**config.mk**
```make
export PLATFORM = sky130hd
export DESIGN_NAME = ctimg_ctrl
export DESIGN_NICKNAME = d
export VERILOG_FILES = /design/src/rtl/ctimg_pkg.sv /design/src/rtl/ctimg_ctl_regs.sv /design/src/rtl/ctimg_chan.sv /design/src/rtl/ctimg_ctrl.sv
export SDC_FILE = /design/constraint.sdc
export NUM_CORES = 1
export LEC_CHECK = 0
export ABC_CLOCK_PERIOD_IN_PS = 4000
export BUFFER_PORTS_ARGS = -buffer_cell sky130_fd_sc_hd__buf_4
export CAP_MARGIN = 20
export CORE_AREA = 5 5 142 171
export CTS_CLUSTER_DIAMETER = 200
export DETAILED_ROUTE_END_ITERATION = 6
export DIE_AREA = 0 0 147 176
export PLACE_DENSITY_LB_ADDON = 0.1
export SLEW_MARGIN = 30
export SYNTH_ARGS = -nofsm -noshare
export SYNTH_HDL_FRONTEND = slang
export SYNTH_SLANG_ARGS = --single-unit
```
**constraint.sdc**
```tcl
create_clock -name clk -period 4 [get_ports clk]
set_input_delay 0 -clock clk [delete_from_list [all_inputs] [get_ports clk]]
set_output_delay 0 -clock clk [all_outputs]
set_load 0.02 [all_outputs]
```
**src/rtl/ctimg_pkg.sv**
```systemverilog
// Shared constants, mode encoding and decode helpers for the counter/timer
// image transfer controller. Assumes a 4-bit register address space.
package ctimg_pkg;
    localparam int NCH    = 4;
    localparam int CW     = 16;
    localparam int AW     = 4;
    localparam int MW     = 3;
    localparam int PERM_BIT = 6;

    localparam logic [AW-1:0] A_CMD  = 4'd0;
    localparam logic [AW-1:0] A_REQ  = 4'd1;
    localparam logic [AW-1:0] A_MODE = 4'd2;
    localparam logic [AW-1:0] A_IMG  = 4'd6;
    localparam logic [AW-1:0] A_CNT  = 4'd10;

    typedef enum logic [MW-1:0] {
        M_EVENT  = 3'd0,
        M_CAPT   = 3'd1,
        M_WAVE   = 3'd2,
        M_PULSE  = 3'd3,
        M_WDOG   = 3'd4
    } chmode_e;

    // True when the mode code selects an operating mode.
    function automatic logic mode_valid(input logic [MW-1:0] m);
        return m <= M_WDOG;
    endfunction

    // True when the mode transfers image into counter (and counts down).
    function automatic logic mode_loads(input logic [MW-1:0] m);
        return (m == M_WAVE) || (m == M_PULSE) || (m == M_WDOG);
    endfunction
endpackage

```
**src/rtl/ctimg_ctl_regs.sv**
```systemverilog
// Command register (write-permission bit) and load/store request register.
// Assumes: served[i] pulses for one cycle on the edge channel i transfers.
// A permitted host write replaces the request bits; otherwise served bits clear.
module ctimg_ctl_regs
    import ctimg_pkg::*;
#(
    parameter int N = NCH
) (
    input  logic         clk,
    input  logic         rst_n,
    input  logic         cmd_we,
    input  logic         req_we,
    input  logic [CW-1:0] wdata,
    input  logic [N-1:0] served,
    output logic         perm,
    output logic [N-1:0] req
);
    // Holds the write-permission bit of the command register.
    always_ff @(posedge clk) begin
        if (!rst_n)      perm <= 1'b0;
        else if (cmd_we) perm <= wdata[PERM_BIT];
    end

    // Accepts gated request writes and clears bits as channels serve them.
    always_ff @(posedge clk) begin
        if (!rst_n)                req <= '0;
        else if (req_we && perm)   req <= wdata[N-1:0];
        else                       req <= req & ~served;
    end
endmodule

```
**src/rtl/ctimg_chan.sv**
```systemverilog
// One counter channel: mode field, image register and counter.
// Assumes req is the channel's request bit. CAN_STORE = 0 removes the
// counter-to-image path so that every valid-mode request is a load.
module ctimg_chan
    import ctimg_pkg::*;
#(
    parameter int W         = CW,
    parameter bit CAN_STORE = 1'b1
) (
    input  logic          clk,
    input  logic          rst_n,
    input  logic          mode_we,
    input  logic          img_we,
    input  logic [W-1:0]  wdata,
    input  logic          tick,
    input  logic          req,
    output logic          served,
    output logic [MW-1:0] mode,
    output logic [W-1:0]  img,
    output logic [W-1:0]  cnt
);
    logic valid, do_load, do_store;

    // Decodes the transfer direction for a pending request.
    always_comb begin
        valid    = mode_valid(mode);
        do_load  = req && valid && (mode_loads(mode) || !CAN_STORE);
        do_store = req && valid && CAN_STORE && !mode_loads(mode);
        served   = req && valid;
    end

    // Holds the channel mode field.
    always_ff @(posedge clk) begin
        if (!rst_n)       mode <= '0;
        else if (mode_we) mode <= wdata[MW-1:0];
    end

    // Image register: stores from counter, else accepts host writes.
    always_ff @(posedge clk) begin
        if (!rst_n)        img <= '0;
        else if (do_store) img <= cnt;
        else if (img_we)   img <= wdata;
    end

    // Counter: load wins over tick; direction follows the mode.
    always_ff @(posedge clk) begin
        if (!rst_n)              cnt <= '0;
        else if (do_load)        cnt <= img;
        else if (tick && valid)  cnt <= mode_loads(mode) ? cnt - 1'b1 : cnt + 1'b1;
    end
endmodule

```
**src/rtl/ctimg_ctrl.sv**
```systemverilog
// Top: register decode, four channels and the read multiplexer.
// Assumes single-cycle host writes and combinational reads on bus_addr.
module ctimg_ctrl
    import ctimg_pkg::*;
(
    input  logic          clk,
    input  logic          rst_n,
    input  logic          bus_we,
    input  logic [AW-1:0] bus_addr,
    input  logic [CW-1:0] bus_wdata,
    output logic [CW-1:0] bus_rdata,
    input  logic          tick
);
    localparam int N = NCH;
    localparam int NOSTORE_CH = 2;

    logic                 perm;
    logic [N-1:0]         req, served;
    logic [N-1:0][MW-1:0] mode;
    logic [N-1:0][CW-1:0] img, cnt;

    ctimg_ctl_regs #(.N(N)) u_ctl (
        .clk(clk), .rst_n(rst_n),
        .cmd_we(bus_we && bus_addr == A_CMD),
        .req_we(bus_we && bus_addr == A_REQ),
        .wdata(bus_wdata), .served(served),
        .perm(perm), .req(req)
    );

    for (genvar i = 0; i < N; i++) begin : g_ch
        ctimg_chan #(.W(CW), .CAN_STORE(i != NOSTORE_CH)) u_ch (
            .clk(clk), .rst_n(rst_n),
            .mode_we(bus_we && bus_addr == A_MODE + AW'(i)),
            .img_we(bus_we && bus_addr == A_IMG + AW'(i)),
            .wdata(bus_wdata), .tick(tick), .req(req[i]),
            .served(served[i]), .mode(mode[i]), .img(img[i]), .cnt(cnt[i])
        );
    end

    // Selects the register addressed by bus_addr for read-back.
    always_comb begin
        bus_rdata = '0;
        if (bus_addr == A_CMD) bus_rdata[PERM_BIT] = perm;
        if (bus_addr == A_REQ) bus_rdata[N-1:0] = req;
        for (int i = 0; i < N; i++) begin
            if (bus_addr == A_MODE + AW'(i)) bus_rdata[MW-1:0] = mode[i];
            if (bus_addr == A_IMG  + AW'(i)) bus_rdata = img[i];
            if (bus_addr == A_CNT  + AW'(i)) bus_rdata = cnt[i];
        end
    end
endmodule

```
Word-level counts from Yosys, hierarchy flattened
Cells that the tools add are included.
{"block": "classes", "n_addsub": 8, "magnitude_cmp": 4, "eq_ne": 25, "mux": 33, "bitwise": 2, "reduce_logical": 44}
{"op": "$mux 16", "count": 26}
{"op": "$add 16x1->16 const B", "count": 4}
{"op": "$sub 16x1->16 const B", "count": 4}
{"op": "$logic_and 1x1->1", "count": 25}
{"op": "$eq 3x2->1 const B", "count": 8}
{"op": "$eq 4x4->1 const B", "count": 6}
{"op": "$eq 4x3->1 const B", "count": 4}
{"op": "$reduce_bool 2->1", "count": 7}
{"op": "$eq 3x3->1 const B", "count": 4}
{"op": "$le 3x3->1 const B", "count": 4}
{"op": "$mux 3", "count": 4}
{"op": "$eq 4x2->1 const B", "count": 2}
{"op": "$logic_or 1x1->1", "count": 8}
{"op": "$mux 4", "count": 2}
{"op": "$and 4x4->4", "count": 1}
{"op": "$eq 4x1->1 const B", "count": 1}
{"op": "$logic_not 4->1", "count": 1}
{"op": "$not 4->4", "count": 1}
{"op": "$logic_not 1->1", "count": 3}
{"op": "$mux 1", "count": 1}
{"block": "word_totals", "register_bits": 145, "inputBits": 24, "elab_cells": 130}

Longest topological paths before layout
Gate-level depths: netlist of the first run.
{"block": "depth", "ltp_word": 14, "ltp_mapped": 11, "mapped_depth_nobuf": 11}

Hierarchy
Synthesis of the first run repeated with hierarchy kept, for this count alone.
{"block": "hier_totals", "cells_unflattened": 1372, "area_unflattened_um2": 10980.5}
{"module": "ctimg_chan (g_ch[0].u_ch ...)", "instances": 2, "cells_each": 278, "area_per_inst_um2": 2346.0, "seq_area_each_um2": 700.7}
{"module": "ctimg_chan (g_ch[3].u_ch)", "instances": 1, "cells_each": 291, "area_per_inst_um2": 2386.0, "seq_area_each_um2": 700.7}
{"module": "ctimg_chan (g_ch[2].u_ch)", "instances": 1, "cells_each": 243, "area_per_inst_um2": 2128.3, "seq_area_each_um2": 700.7}
{"module": "ctimg_ctrl", "instances": 1, "cells_each": 262, "area_per_inst_um2": 1571.5, "seq_area_each_um2": 0.0}
{"module": "ctimg_ctl_regs", "instances": 1, "cells_each": 20, "area_per_inst_um2": 202.7, "seq_area_each_um2": 100.1}

Least setup slack after synthesis of the first run
OpenSTA, ideal clock, no wires.
{"block": "synth_timing", "path_type": "register -> register", "from": "register g_ch[3].u_ch.mode[2]", "to": "register g_ch[3].u_ch.cnt[14]", "t_arrival_ps": 2709, "required_ps": 3926, "slack_ps": 1217, "stages_incl_launch_ff": 10, "path_buffers": 0, "cell_sequence": "dfxtp_1 > mux2_2 > fa_1 > a211oi_1 > o21bai_1 > nor3_1 > o21ai_1 > a41oi_1 > mux2_2 > a31oi_1"}
{"block": "synth_between", "elab_chain_cells": 6}
{"item": "start, declared", "line_no": "ctimg_chan.sv:18", "source": "output logic [MW-1:0] mode,"}
{"item": "start signal, assigned", "line_no": "ctimg_chan.sv:35", "source": "else if (mode_we) mode <= wdata[MW-1:0];"}
{"item": "$eq 3x2->1", "line_no": "ctimg_pkg.sv:31", "source": "return (m == M_WAVE) || (m == M_PULSE) || (m == M_WDOG);"}
{"item": "$logic_or 1x1->1 (2 in a row)", "line_no": "ctimg_pkg.sv:31"}
{"item": "$mux 16 (2 in a row)", "line_no": "ctimg_chan.sv:49", "source": "else if (tick && valid) cnt <= mode_loads(mode) ? cnt - 1'b1 : cnt + 1'b1;"}
{"item": "$mux 16", "line_no": "ctimg_chan.sv:48", "source": "else if (do_load) cnt <= img;"}
{"item": "end signal, assigned", "line_no": "ctimg_chan.sv:48"}
{"item": "end signal, assigned", "line_no": "ctimg_chan.sv:49"}
{"item": "end, declared", "line_no": "ctimg_chan.sv:20", "source": "output logic [W-1:0] cnt"}
Several ways; a longest one is shown, not always the timed one. The select of a mux whose other input is x is not followed.
A chain may end at the register's enable or synchronous reset.

Worst setup path in the final report of the first run
{"block": "layout_timing", "from": "register g_ch[1].u_ch.mode[2]", "to": "register g_ch[1].u_ch.cnt[13]"}
{"block": "layout_between", "elab_chain_cells": 6}
{"item": "start, declared", "line_no": "ctimg_chan.sv:18"}
{"item": "start signal, assigned", "line_no": "ctimg_chan.sv:35"}
{"item": "$eq 3x2->1", "line_no": "ctimg_pkg.sv:31"}
{"item": "$logic_or 1x1->1 (2 in a row)", "line_no": "ctimg_pkg.sv:31"}
{"item": "$mux 16 (2 in a row)", "line_no": "ctimg_chan.sv:49"}
{"item": "$mux 16", "line_no": "ctimg_chan.sv:48"}
{"item": "end signal, assigned", "line_no": "ctimg_chan.sv:48"}
{"item": "end signal, assigned", "line_no": "ctimg_chan.sv:49"}
{"item": "end, declared", "line_no": "ctimg_chan.sv:20"}
Several ways; a longest one is shown, not always the timed one. The select of a mux whose other input is x is not followed.

==> results of run 1 <==
==> state kept, by name, indices dropped and copies added, names as in the netlist <==
| name | cells |
|---|---|
| g_ch.u_ch.mode | 12 |
| g_ch.u_ch.cnt | 64 |
| u_ctl.perm | 1 |
| g_ch.u_ch.img | 64 |
| u_ctl.req | 4 |
==> worst max-delay path: cells and delay by family, from the launching register on <==
family	cells	cell delay (ns)
DFF	1	0.40
xor gates and xnor gates	1	0.17
adders and majority gates	1	0.45
AOI/OAI and AO/OA	4	0.81
and+or+nand+nor	1	0.51
muxes	1	0.48
buffers and inverters	1	0.39
==> per-layer routing <==
layer,vias to the layer above,share of wire (%)
li1,4758,-
met1,4632,44
met2,260,48
met3,63,5.3
met4,0,3.0
met5,-,0
==> cell families after synthesis <==
logic type	synth area share, %
flip-flops	29.2
XOR/XNOR	3.44
AND/OR/NAND/NOR	16.9
AO/OA/AOI/OAI	30.9
adder cells (fa/ha/maj)	7.87
buffers and inverters	4.08
multiplexers	7.63
==> path summary, 6_finish.rpt <==
check	start	endpoint	slack (ns)	cells past startpoint
max reg2reg	g_ch[1].u_ch.mode[2]	g_ch[1].u_ch.cnt[13]	0.70	9
min	rst_n	g_ch[1].u_ch.cnt[12]	0.05	2
max	g_ch[1].u_ch.mode[2]	g_ch[1].u_ch.cnt[13]	0.70	9
min reg2reg	g_ch[2].u_ch.img[1]	g_ch[2].u_ch.img[1]	0.48	2
==> cell type report <==
cell class,instances,area (um2)
Tap cell,279,349
Clock inverter,9,150
Sequential cell,145,2900
Timing Repair Buffer,73,611
Inverter,24,91.3
Clock buffer,23,508
Multi-Input combinational cell,1024,6640
Fill cell,2195,11000
==> power by group through the flow <==
stage | Combinational (mW) | Clock [mW] | Sequential (mW)
2_1_floorplan | 0.292 | 0 | 1.54
3_3_place_gp | 0.419 | 0 | 1.57
3_5_place_dp | 0.421 | 0 | 1.57
4_1_cts | 0.436 | 1.81 | 1.54
5_1_grt | 0.485 | 1.87 | 1.54
6_report | 0.441 | 1.79 | 1.54
==> metrics by stage <==
step / worst slack [ns] / area, um2 / instances
6_report: 0.698 / 11200 / 1577
4_1_cts: 0.796 / 11200 / 1576
3_5_place_dp: 0.820 / 10400 / 1527
5_1_grt: 0.483 / 11200 / 1577
3_3_place_gp: 0.878 / 10400 / 1527
2_1_floorplan: 1.22 / 9930 / 1272
==> synthesized netlist by cell type (all sizes together) (4+ instances only) <==
cell,count
nor3b,11
and2,5
nor2,142
mux2i,70
ha,56
and3,5
o21bai,9
nor2b,13
xnor2,21
clkbuf,60
inv,24
o211ai,17
nand2,128
or3,14
xor2,18
fa,4
nand4,4
o22ai,9
o21ai,103
dfxtp,145
o31ai,4
a21oi,113
o21a,17
a21o,18
buf,19
o2111ai,4
a22oi,43
nand2b,12
a211oi,66
o221ai,5
mux2,5
a31oi,21
a221o,8
nand3,20
a221oi,6
nor3,19
==> impl_metrics.csv, run 1 <==
group,metric,value,unit
floorplanning,start_util,44.5,%
timing,finalSetupViolations,0,
synth,yosys_warnings,0,
grt,grtUsageMet3,4.31,%
floorplanning,core,22300,um2
synth,syn_inst,1272,
drt,routed_wl,33.7,mm
clocking,cts_hold_buffers,17,
layout,final_cell_mix,"dfxtp_1, nor2_1, nand2_1, a21oi_1, o21ai_0",
power,p_int,2.79,mW
synth,yosys.area.top_type,"dfxtp_1",
setup_path,cp.required,4.33,ns
synth,ys.flop_type,"dfxtp_1",
floorplanning,io_pins,40,
power,static-leakage-power,4.27,nW
grt,grt_remaining_overflow,0,
job,maxCapViolCount,0,
timing,fin_hold_ws,0.0451,ns
layout,layout.nets,1369,
layout,syn_to_final_growth,13.3,%
grt,grt_pass1_vias,9135,
layout,final_util,50.5,%
power,p_seq_share,40.8,%
power,power.share.combinational,11.7,%
placement,dpl.hpwl,24.9,mm
synth,ys_seq_area_share,29.2,%
timing,fin_crit_sh,82.5,%
setup_path,cp_cell_sequence,"mux2i_1 -> inv_1 -> ha_1 -> o21ai_0 -> o21a_1 -> nor4_1 -> o41ai_2 -> xor2_1 -> a221oi_1",
synth,synth_seq_cells,145,
clocking,cts_buffers,17,
setup_path,critPathSlowestCell,"nor4_1",
clocking,clock_path_buffers,2,
synth,synth.area.top_cells,"dfxtp_1, ha_1, mux2i_1",
setup_path,max_stage_delay,0.51,ns
floorplanning,die_h,176,um
grt,use_met2,43.2,%
clocking,h-tree-depth,4,
min_path,holdCritPathClass,"in -> reg",
setup_path,worst-path-max-fanout,14,
drt,drt-vias-per-instance,6.16,
setup_path,endpoint_kind,"register",
clocking,cts.clk_slew.worst_paths,0.06,ns
clocking,cts_resized,0,
power,peakVddDrop,289,uV
floorplanning,row_count,60,
floorplanning,dieArea,25900,um2
layout,antenna_cells,0,
power,net-switching-power,0.984,mW
layout,layout_commonest_cell,"dfxtp_1",
power,clock_power_share,47.6,%
grt,grt_start_max_net_pins,81,
clocking,cts_tree,"done",
timing,grt_setup_unrepaired,"false",
grt,met1_usage,33.4,%
synth,syn_area,9930,um2
drt,wire_per_inst,21.4,um
setup_path,cp.arrival,3.63,ns
grt,grtUsageTotal,25.7,%
placement,globalplace.congestion,0.915,
drt,drc_errors,0,
power,p_per_area,336,nW/um2
timing,clock_skew,0.0101,ns
timing,tns,0,ns
grt,antenna_found_initial,0,
timing,tightest_slew,0.843,ns
synth,async_reset_ff_share,0,%
timing,max_slew_margin,43.7,%
drt,drtIter0Drc,673,
timing,slew_violations,0,
synth,synth_nets,1356,
timing,finalHoldViolCount,0,
power,swShare,26.1,%
timing,final.min_clock_period,3.30,ns
timing,fmax,303,MHz
clocking,root_buffer,"clkbuf_16",
synth,ys_types,62,
grt,grt_pass1_wl,52.8,mm
clocking,clkLatencyLatePin,0.43,ns
clocking,clkSinkCount,145,
drt,dr.pass1.iters,6,
grt,globalRoute.busiestLayer,"met2",
setup_path,path_class,"reg -> reg",
setup_path,critPathLaunchType,"register",
outcome,status,"finished clean",
power,design_power_total,3.77,mW
synth,avgSynthCellArea,7.80,um2
synth,yosysTopAreaCellShare,29.2,%
clocking,postCtsSetupBuffers,0,
drt,vias,9713,
synth,synth_edf_count,0,
placement,port_buffers,39,
floorplanning,die_x,147,um
drt,drtAntennaViolNets,0,
layout,drive_gt1_share,8.01,%
(Power assumes the default switching activity.)
==> run 2: changes to the inputs <==
- ABC_CLOCK_PERIOD_IN_PS: 4000 -> 2690
- clock period: 4 -> 2.69 ns (I/O delays scaled with it)
==> run 2 against run 1 <==
Routed wire length is 6.0% higher. Non-clock buffer count is 67 higher. Sequential cell count stayed put. Utilization is 2.7 points higher. Worst setup slack worse by 0.60 ns. Register-to-register slack worse by 0.60 ns. Clock skew is 0.0017 ns lower. Sequential share of layout area is 1.2 points lower. Die area stayed put. Global-route usage is 1.0 points higher. Critical endpoint is now g_ch[3].u_ch.cnt[14].
==> impl_metrics.csv, run 2 (synthesized netlist as in run 1, its figures left out) <==
group,metric,value,unit
timing,grt_setup_unrepaired,"true",
setup_path,path_class,"reg -> reg",
clocking,root_buffer,"clkbuf_16",
grt,grtUsageTotal,26.8,%
floorplanning,io_pins,40,
setup_path,r2r_slack,0.1,ns
grt,antenna_found_initial,0,
clocking,h-tree-depth,4,
setup_path,r2r_cells,9,
drt,drtAntennaViolNets,0,
timing,layout_setup_ws,0.0990,ns
setup_path,endpoint_kind,"register",
drt,vias,10100,
layout,antenna_cells,0,
drt,wire_per_inst,21.7,um
timing,slew_violations,0,
layout,stdcell_count,1644,
min_path,hold_start,"rst_n",
floorplanning,core,22300,um2
setup_path,reg2reg_from,"g_ch[3].u_ch.mode[2]",
outcome,status,"finished clean",
job,maxCapViolCount,0,
clocking,clkLatencyLatePin,0.43,ns
drt,dr.pass1.iters,5,
min_path,hold_depth,2,
layout,drive_gt1_share,14.5,%
layout,largest_registers,"g_ch.u_ch.cnt (64), g_ch.u_ch.img (64), g_ch.u_ch.mode (12)",
layout,layout_commonest_cell,"nor2_1",
timing,fmax,386,MHz
floorplanning,die_h,176,um
placement,dpl.hpwl,26.4,mm
clocking,cts.clk_slew.worst_paths,0.07,ns
timing,finalSetupViolations,0,
drt,drc_errors,0,
placement,place_inst,1594,
power,p_per_area,469,nW/um2
layout,final_cell_mix,"nor2_1, dfxtp_1, nand2_1, buf_4, a21oi_1",
drt,wl_met3,2.08,mm
setup_path,cp.arrival,2.95,ns
placement,port_buffers,39,
power,design_power_total,5.56,mW
placement,globalplace.congestion,1.10,
timing,tightest_slew,0.670,ns
drt,drt-vias-per-instance,6.15,
drt,dr_wl_met2,16.1,mm
setup_path,worst-path-max-fanout,4,
placement,dpl_worst_slack,-0.0272,ns
timing,finalHoldViolCount,0,
timing,final.min_clock_period,2.59,ns
clocking,cts_tree,"done",
drt,dr.max_layer_used,"met4",
setup_path,cp.required,3.05,ns
timing,tns,0,ns
floorplanning,row_count,60,
grt,grt_pass1_wl,54.5,mm
layout,syn_to_final_growth,19.3,%
floorplanning,dieArea,25900,um2
grt,grt_remaining_overflow,0,
setup_path,critPathLaunchType,"register",
drt,routed_wl,35.7,mm
setup_path,reg2reg_to,"g_ch[3].u_ch.cnt[14]",
power,peakVddDrop,356,uV
grt,grt_pass1_vias,9316,
clocking,cts_buffers,17,
timing,clock_skew,0.00835,ns
grt,grt_start_max_net_pins,96,
timing,fin_hold_ws,0.0109,ns
timing,fin_crit_sh,96.3,%
floorplanning,die_x,147,um
min_path,hold_end,"g_ch[0].u_ch.cnt[14]",
drt,drtIter0Drc,875,
drt,wl_met1,15.5,mm
power,static-leakage-power,4.61,nW
min_path,holdCritPathClass,"in -> reg",
timing,max_slew_margin,55.3,%
clocking,clock_path_buffers,2,
floorplanning,start_util,44.5,%
layout,layout.nets,1436,
clocking,clkSinkCount,145,
-- run 2: final cells by class --
class                      instances  area [um2]
clock buffer                      18         439
clock inverter                    14         189
fill                            2161       10500
inverter                          24        91.3
multi-input combinational       1024        6750
sequential                       145        2910
tap                              279         349
timing repair buffer             140        1120
-- run 2: power by group --
part / leakage [nW] / internal, mW / switching, mW / total [mW]
Sequential: 1.18 / 2.21 / 0.0767 / 2.28
Clock: 0.302 / 1.57 / 0.986 / 2.56
Combinational: 3.13 / 0.281 / 0.437 / 0.717
-- run 2: routing by layer --
metal / GRT usage [%] / up-vias
met4: 14.2 / 0
met1: 35.1 / 4758
met2: 42.8 / 351
li1: - / 4902
met3: 3.77 / 100
met5: 0 / -
-- run 2: worst max path at each step --
stage,start,end,cells after the start
finish,g_ch[3].u_ch.mode[2],g_ch[3].u_ch.cnt[14],9
global route,g_ch[1].u_ch.mode[1],g_ch[1].u_ch.cnt[13],12
CTS,g_ch[3].u_ch.mode[1],g_ch[3].u_ch.cnt[15],11
detailed placement,g_ch[2].u_ch.mode[0],g_ch[2].u_ch.cnt[12],11
global placement,g_ch[2].u_ch.mode[1],g_ch[2].u_ch.cnt[12],11
floorplan,g_ch[3].u_ch.mode[2],g_ch[3].u_ch.cnt[14],9
-- run 2: metrics by stage --
step                utilization [%]  area, um2
floorplan                         -       9940
global placement               49.0      10900
detailed placement             49.0      10900
CTS                            52.6      11700
global route                   53.1      11800
finish                         53.1      11800
-- run 2: worst max-delay path: stages (launching register included) --
cell and delay (ns):
dfxtp_2 0.34, mux2_4 0.34, fa_1 0.43, a211oi_2 0.29, o21bai_1 0.14, nor3_2 0.17
o21ai_1 0.13, a41oi_2 0.20, mux2_2 0.35, a31oi_1 0.14
-- run 2: repair_timing --
action                                  4_1_cts  5_1_grt
gates cloned                                  0        0
buffers inserted                              0        2
gates resized for setup                       2       31
hold buffers                                 16        0
endpoints found under the setup margin        3       20
endpoints found under the hold margin        69        0
pin swaps                                     1        8
==> run 3: changes to the inputs <==
- RECOVER_POWER: unset -> 100
==> run 3 against run 2 <==
The flow now finishes with violations (design-rule violations). Total power hardly changed. Register-to-register slack is essentially flat. Sequential cell count is the same. Final cell count stayed put. First-iteration DRC count shrank 0.11%. Largest power group unchanged.
==> impl_metrics.csv, run 3 (synthesized netlist as in run 1, its figures left out) <==
group,metric,value,unit
layout,fillerInstances,2171,
timing,max_slew_margin,11.7,%
timing,finalHoldViolCount,0,
clocking,clkLatencyLatePin,0.43,ns
floorplanning,start_util,44.5,%
setup_path,critPathLaunchType,"register",
job,maxCapViolCount,0,
layout,layout.nets,1436,
floorplanning,die_x,147,um
setup_path,cp_cell_sequence,"nor2_1 -> mux2_4 -> fa_1 -> a211oi_2 -> o21bai_1 -> nor3_2 -> o21ai_1 -> a41oi_2 -> mux2_2 -> a31oi_1",
setup_path,crit_start,"g_ch[3].u_ch.mode[1]",
clocking,cts.clk_slew.worst_paths,0.07,ns
timing,fmax,387,MHz
drt,dr_wl_met2,16.2,mm
layout,final_cell_mix,"nor2_1, dfxtp_1, nand2_1, a21oi_1, buf_4",
drt,dr.max_layer_used,"met4",
outcome,violations,"design-rule violations",
floorplanning,die_h,176,um
clocking,cts_buffers,17,
layout,syn_to_final_growth,18.8,%
placement,placed_cell_area,10900,um2
timing,grt_setup_unrepaired,"true",
grt,grt_pass1_vias,9316,
placement,dpl.hpwl,26.4,mm
min_path,hold_start,"rst_n",
grt,grt_pass1_wl,54.5,mm
setup_path,cp.required,3.05,ns
setup_path,endpoint_kind,"register",
placement,place_inst,1594,
drt,wl_met1,15.8,mm
layout,seq_area,2910,um2
setup_path,path_class,"reg -> reg",
drt,vias,10100,
grt,antenna_found_initial,0,
floorplanning,row_count,60,
grt,grt_start_max_net_pins,96,
drt,drtAntennaViolNets,0,
setup_path,crit_family,"compound AO/OA/AOI/OAI gates",
clocking,h-tree-depth,4,
min_path,holdCritPathClass,"in -> reg",
power,static-leakage-power,4.56,nW
power,p_per_area,471,nW/um2
power,peakVddDrop,355,uV
floorplanning,io_pins,40,
layout,largest_registers,"g_ch.u_ch.cnt (64), g_ch.u_ch.img (64), g_ch.u_ch.mode (12)",
setup_path,r2r_slack,0.10,ns
drt,wire_per_inst,21.7,um
setup_path,endpoint,"g_ch[3].u_ch.cnt[14]",
clocking,clock_path_buffers,2,
drt,drt-vias-per-instance,6.15,
setup_path,critPathSlowestCell,"fa_1",
grt,grt_remaining_overflow,0,
setup_path,max_stage_delay,0.43,ns
timing,finalSetupViolations,0,
placement,globalplace.congestion,1.10,
clocking,root_buffer,"clkbuf_16",
setup_path,cp.arrival,2.95,ns
layout,final_area,11800,um2
layout,antenna_cells,0,
placement,port_buffers,39,
layout,final_util,52.9,%
grt,grtUsageTotal,26.8,%
layout,layout_commonest_cell,"nor2_1",
drt,drtIter0Drc,874,
setup_path,reg2reg_from,"g_ch[3].u_ch.mode[1]",
setup_path,r2r_cells,10,
drt,dr.pass1.iters,7,
timing,tightest_slew,1.32,ns
timing,clock_skew,0.00784,ns
floorplanning,dieArea,25900,um2
setup_path,worst-path-max-fanout,4,
outcome,status,"finished, violations left",
power,design_power_total,5.56,mW
setup_path,crit_cells,10,
clocking,cts_tree,"done",
timing,final.min_clock_period,2.59,ns
setup_path,critical_path_buf_inv_count,0,
drt,drc_errors,4,
drt,routed_wl,35.7,mm
timing,fin_crit_sh,96.2,%
timing,slew_violations,0,
layout,multi_input_comb_area,6750,um2
timing,fin_hold_ws,0.0124,ns
drt,wl_met3,1.89,mm
clocking,clkSinkCount,145,
setup_path,reg2reg_to,"g_ch[3].u_ch.cnt[14]",
layout,stdcell_count,1644,
layout,drive_gt1_share,13.7,%
floorplanning,core,22300,um2
[run 3: how the worst min path moves through the flow]
| stage | cells past startpoint | endpoint | slack [ns] |
|---|---|---|---|
| floorplan | 2 | g_ch[2].u_ch.img[7] | 0.14 |
| global route | 2 | g_ch[0].u_ch.cnt[14] | 0.02 |
| global placement | 3 | g_ch[2].u_ch.img[5] | 0.31 |
| detailed placement | 3 | g_ch[2].u_ch.img[5] | 0.32 |
| CTS | 4 | u_ctl.perm | 0.002 |
| finish | 2 | g_ch[0].u_ch.cnt[14] | 0.01 |
[run 3: final cells by class]
class	count	share of cell area (%)
clock buffers	18	3.72
clock inverters	14	1.60
inverters	24	0.774
multi-input cells	1024	57.2
flip-flops and latches	145	24.7
well taps	279	2.96
repair buffers	140	9.10
[run 3: per-stage QoR]
step,setup TNS (ns),worst slack (ns)
after floorplan,-0.0140,-0.0140
after global placement,-0.0515,-0.0307
after detailed placement,-0.0723,-0.0272
after CTS,0,0.00666
after global routing,-0.0336,-0.0336
final,0,0.103
[run 3: where the power goes]
part / switching (mW) / internal (mW) / total, mW
registers: 0.0768 / 2.21 / 2.28
clock network: 0.984 / 1.57 / 2.56
logic: 0.438 / 0.278 / 0.715
total: 1.50 / 4.06 / 5.55
[run 3: layer usage]
layer / vias up / GRT usage (%)
met1: 4795 / 35.1
li1: 4903 / -
met4: 0 / 14.2
met3: 91 / 3.77
met5: - / 0
met2: 318 / 42.8
[run 3: what timing repair did]
action / 4_1_cts / 5_1_grt
endpoints found under the setup margin: 3 / 20
hold endpoints to repair: 69 / 0
hold buffers: 16 / 0
setup buffers: 0 / 2
gates resized for setup: 2 / 31
pin swaps: 1 / 8
